[src/rtl/duo_code_lock_pkg.sv]
package duo_code_lock_pkg;
  typedef enum logic [2:0] {
    ST_IDLE = 3'd0,
    ST_GOOD1 = 3'd1,
    ST_FAIL1 = 3'd2,
    ST_OPEN = 3'd3,
    ST_DENY = 3'd4
  } lock_state_e;

  localparam int NUM_STATES = 5;
endpackage

[src/rtl/duo_code_match.sv]
module duo_code_match #(
  parameter int DW = 2,
  parameter logic [1:0] KEY_A = 2'b01,
  parameter logic [1:0] KEY_B = 2'b11
) (
  input  logic [DW-1:0] digit_i,
  output logic          hit_a_o,
  output logic          hit_b_o
);
  always_comb begin
    hit_a_o = (digit_i == KEY_A[DW-1:0]);
    hit_b_o = (digit_i == KEY_B[DW-1:0]);
  end
endmodule

[src/rtl/duo_code_seq.sv]
module duo_code_seq
  import duo_code_lock_pkg::*;
#(
  parameter bit ONE_HOT = 1'b0
) (
  input  logic clk_i,
  input  logic rst_i,
  input  logic strobe_i,
  input  logic hit_a_i,
  input  logic hit_b_i,
  output logic unlock_o,
  output logic reject_o
);
  generate
    if (ONE_HOT) begin : g_onehot
      localparam int I_IDLE = 0;
      localparam int I_GOOD1 = 1;
      localparam int I_FAIL1 = 2;
      localparam int I_OPEN = 3;
      localparam int I_DENY = 4;
      logic [NUM_STATES-1:0] st_q, st_d;

      always_ff @(posedge clk_i) begin
        if (rst_i) st_q <= NUM_STATES'(1) << I_IDLE;
        else       st_q <= st_d;
      end

      always_comb begin
        st_d = '0;
        st_d[I_IDLE]  = st_q[I_IDLE] & ~strobe_i;
        st_d[I_GOOD1] = (st_q[I_IDLE] & strobe_i & hit_a_i) |
                        (st_q[I_GOOD1] & ~strobe_i);
        st_d[I_FAIL1] = (st_q[I_IDLE] & strobe_i & ~hit_a_i) |
                        (st_q[I_FAIL1] & ~strobe_i);
        st_d[I_OPEN]  = (st_q[I_GOOD1] & strobe_i & hit_b_i) | st_q[I_OPEN];
        st_d[I_DENY]  = (st_q[I_GOOD1] & strobe_i & ~hit_b_i) |
                        (st_q[I_FAIL1] & strobe_i) | st_q[I_DENY];
      end

      always_comb begin
        unlock_o = st_q[I_OPEN];
        reject_o = st_q[I_DENY];
      end
    end else begin : g_binary
      lock_state_e st_q, st_d;

      always_ff @(posedge clk_i) begin
        if (rst_i) st_q <= ST_IDLE;
        else       st_q <= st_d;
      end

      always_comb begin
        st_d = st_q;
        unique case (st_q)
          ST_IDLE:  if (strobe_i) st_d = hit_a_i ? ST_GOOD1 : ST_FAIL1;
          ST_GOOD1: if (strobe_i) st_d = hit_b_i ? ST_OPEN : ST_DENY;
          ST_FAIL1: if (strobe_i) st_d = ST_DENY;
          ST_OPEN:  st_d = ST_OPEN;
          ST_DENY:  st_d = ST_DENY;
          default:  st_d = ST_IDLE;
        endcase
      end

      always_comb begin
        unlock_o = 1'b0;
        reject_o = 1'b0;
        case (st_q)
          ST_IDLE:  begin unlock_o = 1'b0; reject_o = 1'b0; end
          ST_GOOD1: begin unlock_o = 1'b0; reject_o = 1'b0; end
          ST_FAIL1: begin unlock_o = 1'b0; reject_o = 1'b0; end
          ST_OPEN:  begin unlock_o = 1'b1; reject_o = 1'b0; end
          ST_DENY:  begin unlock_o = 1'b0; reject_o = 1'b1; end
          default:  begin unlock_o = 1'b0; reject_o = 1'b0; end
        endcase
      end
    end
  endgenerate
endmodule

[src/rtl/duo_code_lock.sv]
module duo_code_lock #(
  parameter bit ONE_HOT = 1'b0,
  parameter logic [1:0] KEY_A = 2'b01,
  parameter logic [1:0] KEY_B = 2'b11
) (
  input  logic       clk_i,
  input  logic       rst_i,
  input  logic       strobe_i,
  input  logic [1:0] digit_i,
  output logic       unlock_o,
  output logic       reject_o
);
  localparam int DW = 2;

  logic hit_a, hit_b;

  initial begin
    if (KEY_A == KEY_B) $error("duo_code_lock: KEY_A and KEY_B must differ (R10)");
  end

  duo_code_match #(.DW(DW), .KEY_A(KEY_A), .KEY_B(KEY_B)) u_match (
    .digit_i (digit_i),
    .hit_a_o (hit_a),
    .hit_b_o (hit_b)
  );

  duo_code_seq #(.ONE_HOT(ONE_HOT)) u_seq (
    .clk_i    (clk_i),
    .rst_i    (rst_i),
    .strobe_i (strobe_i),
    .hit_a_i  (hit_a),
    .hit_b_i  (hit_b),
    .unlock_o (unlock_o),
    .reject_o (reject_o)
  );
endmodule

[config.mk]
export PLATFORM = sky130hd
export DESIGN_NAME = duo_code_lock
export DESIGN_NICKNAME = d
export VERILOG_FILES = /design/src/rtl/duo_code_lock_pkg.sv /design/src/rtl/duo_code_match.sv /design/src/rtl/duo_code_seq.sv /design/src/rtl/duo_code_lock.sv
export SDC_FILE = /design/constraint.sdc
export NUM_CORES = 1
export LEC_CHECK = 0
export BUFFER_PORTS_ARGS = -buffer_cell sky130_fd_sc_hd__buf_2
export CAP_MARGIN = 15
export CORE_AREA = 2 2 39 41
export DETAILED_ROUTE_END_ITERATION = 7
export DIE_AREA = 0 0 41 43
export PLACE_DENSITY_LB_ADDON = 0.08
export SYNTH_ARGS = -nofsm -noshare
export SYNTH_HDL_FRONTEND = slang
export SYNTH_HIERARCHICAL = 1
export SYNTH_SLANG_ARGS = --single-unit
[constraint.sdc]
create_clock -name clk_i -period 2.3 [get_ports clk_i]
set_input_delay 0.345 -clock clk_i [delete_from_list [all_inputs] [get_ports clk_i]]
set_output_delay 0.345 -clock clk_i [all_outputs]
set_load 0.02 [all_outputs]
Word level (Yosys, flattened, before mapping)
Index checks and enable logic that the tools add are counted.
{ "op_classes": {"eq_ne": 9, "n_mux": 8, "n_reduce_logical": 2} }
{ "ops": {"columns": ["cell", "count"], "rows": [
  ["$pmux 3 s5", 1],
  ["$mux 3", 4],
  ["$eq 3x2->1 const B", 2],
  ["$ne 2x2->1 const B", 3],
  ["$eq 3x1->1 const B", 1],
  ["$eq 3x3->1 const B", 1],
  ["$logic_not 3->1", 1],
  ["$reduce_and 3->1", 1],
  ["$eq 2x1->1 const B", 1],
  ["$eq 2x2->1 const B", 1],
  ["$mux 1", 2],
  ["$mux 2", 1]
]} }
{ "totals": {"regBits": 3, "inputBits": 5, "out_inout_bits": 2, "wordCells": 20} }

Logic depth before layout (Yosys ltp)
{ "depth": {"word_depth": 4, "ltp_mapped": 4, "depth_no_buf": 4} }

Cells and area by module
Netlist, hierarchy kept.
{ "modules_own_cells": {"columns": ["mod", "instances", "cells_per_inst", "area_per_inst_um2", "seq_area_each_um2"], "rows": [
  ["duo_code_seq", 1, 18, 168.9, 60.1],
  ["duo_code_match", 1, 2, 16.3, 0.0]
]} }

Worst setup path before layout
Ideal clock, no wire load.
{ "synth_path": {"path_type": "reg-to-output", "start": "register u_seq.g_binary.st_q[2]", "end": "output reject_o", "arrival_time_ns": 0.967, "path_slack_ns": 0.988, "path_stages_with_launch": 2, "path_buffers": 0, "path_cell_list": "dfxtp_1 > nor3b_1"} }
{ "synth_via": {"elab_chain_cells": 2} }
{ "synth_lines": {"columns": ["element", "line_no", "rtl"], "rows": [
  ["start, declared", "duo_code_seq.sv:45", "lock_state_e st_q, st_d;"],
  ["start signal, assigned", "duo_code_seq.sv:49", "else st_q <= st_d;"],
  ["$eq 3x3->1", "duo_code_seq.sv:67", "case (st_q)"],
  ["$mux 1", "duo_code_seq.sv:67", null],
  ["end, declared", "duo_code_lock.sv:11", "output logic reject_o"]
]} }
No other way between the ends.

Worst setup path in the final report
Same ends and word-level chain as after synthesis.

==> key figures <==
Outcome
  – Status: finished clean

Place
  – GPL Wtd Cong: 0.629
  – Area after DPL: 235 um2
  – Post-detailed-placement half-perimeter wirelength: 325 um
  – Port buffer count: 6

Critical path
  – FF-to-FF setup slack: 1.29 ns
  – Worst Setup Path Type: flip-flop to output port
  – Maximum fanout along the worst path: 5
  – Largest stage delay on the critical path: 0.40 ns
  – Combined buffer and inverter count along the critical path: 1
  – Cell family with most CP delay: flip-flops
  – Data arrival at the endpoint of the critical path: 1.10 ns
  – Path length in cells of the critical path: 2
  – Register-to-Register Path Depth: 3
  – Crit path to: reject_o
  – Critical Path Sink Type: output port
  – Capture instance of the worst register-to-register path: u_seq/g_binary.st_q[0]$_SDFFE_PP0P_
  – Required @ worst endpoint: 1.96 ns
  – Critical path startpoint category: flip-flop
  – Worst path cell trace: nor3b_1, buf_2
  – Beginning of the critical path: u_seq/g_binary.st_q[2]$_SDFFE_PP0P_
  – Worst r2r src: u_seq/g_binary.st_q[1]$_SDFFE_PP0P_
  – Cell with the largest stage delay on the worst path: dfxtp_1

Clock tree
  – TritonCTS clock tree: built
  – Number of buffers inserted during clock tree synthesis: 3
  – Maximum clock path buffer count: 2
  – Number of gates given a new drive strength after cts: 0
  – Root Driver: clkbuf_4
  – Clock latency of the later-clocked register in the worst-skew pair: 0.23 ns
  – Clock edge transition at the registers on the reported setup and hold paths: approximately 0.04 ns
  – Buffers inserted by post-CTS timing repair: 0
  – Number of H-tree levels: 1
  – CTS sink cnt: 3
  – Hold Buf Count CTS: 0

Final layout
  – Most common library cell in the layout ignoring fill and taps: buf_2
  – Layout-stage area growth over the synthesis result: 41.2%
  – Fraction of layout instances using a drive strength above 1: between 40% and 50%
  – Number of flip-flops under the largest register name: 3
  – Net count reported at finish: 36
  – Layout Cell Area excl Fill: around 260 um2
  – Number of diodes added for antenna fixing: 0
  – Core occupancy in the finished layout: 18.9%
  – Largest regs: u_seq/g_binary.st_q x3
  – Largest reg by FF count: u_seq/g_binary.st_q
  – Top library cells by usage in the layout, fill and taps aside: buf_2 (6), clkbuf_4 (3), dfxtp_1 (3), nor3b_1 (2), nor2_1 (2)
  – Number of fill cells in the layout: around 160

Detailed routing
  – Routed Antenna Nets: 0
  – Final routed wirelength across all metal layers: 415 um
  – Initial detailed-routing violation count: 3
  – Total via count after detailed routing: 177
  – Via count normalized by instance count: 3.85
  – First-pass iteration count of the detailed router: 2
  – Drt drc: 0
  – Routed wire length per instance: between 9 and 10 um

Global route
  – Initial antenna violation count: 0
  – Number of global-route vias before repair: 142
  – Total global routing overflow: 0
  – Pin count of the biggest net entering global routing: 8
  – Wire length of the first global-routing pass: 621 um
  – Global-route total usage across every layer: 5.51%

Synth
  – Dominant combinational cell family by area after synthesis: simple AND/OR/NAND/NOR gates
  – Post-synthesis net count: 25
  – Synth Area in XOR/XNOR: 0%
  – Warnings, synthesis: 6
  – Post-synthesis mux area share: a little under an eighth
  – Sequential-to-total area share from yosys stat: 32.4%
  – Total standard cell area after synthesis: 185 um2
  – Synthesized-area fraction occupied by ao, oa, aoi and oai cells: 7.43%
  – Synth Area in Simple Gates: 46.6%
  – Post-synthesis cell type count: 16
  – Average size of a mapped cell: about 9.3 um2
  – Post-synthesis cell count: 20
  – Register bit count reported by yosys: 3
  – Adder-cell area share of the yosys netlist: 0%

Power
  – Maximum ir drop on the vdd rail: 0.213 mV
  – Total power consumption of the routed design: 180 uW
  – Pwr/cell area: around 700 mW/mm2
  – Lkg Pwr: approximately 0.11 nW

Die
  – DIE WIDTH: 41 um
  – Row count: 14
  – Vert. Die Dim: 43 um
  – Placeable core region: 0.00138 mm2
  – Overall die area: ~0.0018 mm2
  – I/O pin cnt: 7
  – Starting Density: a little over an eighth

Timing
  – Worst Hold Margin: 0.313 ns
  – Final Hold Fails: 0
  – Total of endpoints with negative setup slack in the final report: 0
  – Slew headroom: 83.7%
  – RSZ-0062 raised after global routing: no
  – Fin crit period: ~1.4 ns
  – Clock Skews: 0.00215 ns
  – Fmax achieved: 691 MHz
  – Final cycle utilization of the critical path: about 63%
  – Total negative slack: 0 ns
  – Fin. max-slew vios: 0
  – Worst-margin pin slew: 0.241 ns

Min path
  – Worst hold-check path type: input pin to flip-flop

Flow run
  – Max capacitance violation total: 0
[layer usage]
| metal | global-route usage (%) | vias to the layer above | share of wire (%) | routed length [um] |
|---|---|---|---|---|
| met5 | 0 | - | 0 | 0 |
| met4 | 2.00 | 0 | 0 | 0 |
| met3 | 4.71 | 0 | 6.0 | 25 |
| met2 | 6.25 | 5 | 41 | 172 |
| met1 | 7.35 | 78 | 52 | 217 |
| li1 | - | 94 | - | - |
[worst min path at each step]
stage	slack, ns	depth (start not counted)	startpoint	end
6_report	0.31	2	rst_i	u_seq/g_binary.st_q[0]$_SDFFE_PP0P_
2_1_floorplan	0.42	1	rst_i	u_seq/g_binary.st_q[0]$_SDFFE_PP0P_
4_1_cts	0.30	2	rst_i	u_seq/g_binary.st_q[0]$_SDFFE_PP0P_
3_5_place_dp	0.51	1	u_seq/g_binary.st_q[2]$_SDFFE_PP0P_	u_seq/g_binary.st_q[0]$_SDFFE_PP0P_
5_1_grt	0.30	2	rst_i	u_seq/g_binary.st_q[0]$_SDFFE_PP0P_
3_3_place_gp	0.52	1	u_seq/g_binary.st_q[2]$_SDFFE_PP0P_	u_seq/g_binary.st_q[0]$_SDFFE_PP0P_
[cell usage after synthesis]
master	instances	share of area, %
nand3b_1	1	4.1
nor2_1	2	4.1
inv_1	1	2.0
nor4bb_1	1	5.4
a311oi_1	1	4.7
nor4_1	1	3.4
and2b_2	1	4.7
a21oi_1	1	2.7
nor3b_1	2	8.1
nand2b_1	1	3.4
mux2_2	1	6.1
mux2i_1	1	5.4
and3_2	1	4.1
nor3_2	1	5.4
dfxtp_1	3	32
and2_2	1	4.1
[final cells by class]
cell class | instances | area [um2] | share of cell area, %
well taps | 16 | 20.0 | 7.66
clock buffers | 4 | 26.3 | 10.0
inverters | 1 | 3.75 | 1.44
flip-flops and latches | 3 | 60.1 | 23.0
repair buffers | 6 | 30.0 | 11.5
multi-input cells | 16 | 121 | 46.4
[where the power goes]
part	switching [mW]	internal, mW
logic	0.0117	0.0142
registers	0.00670	0.0564
clock network	0.0259	0.0649
[per-stage QoR]
stage,setup slack (ns),std cells
after floorplan,0.988,20
after global placement,1.05,42
after detailed placement,1.07,42
after CTS,0.831,46
after global routing,0.773,46
final,0.852,46
[kinds of logic after synthesis]
| family | count (synthesis) |
|---|---|
| mux | 2 |
| buf+inv | 1 |
| compound gates | 2 |
| flops | 3 |
| simple gates | 12 |
Note: power is estimated with default switching activity, not from simulation.
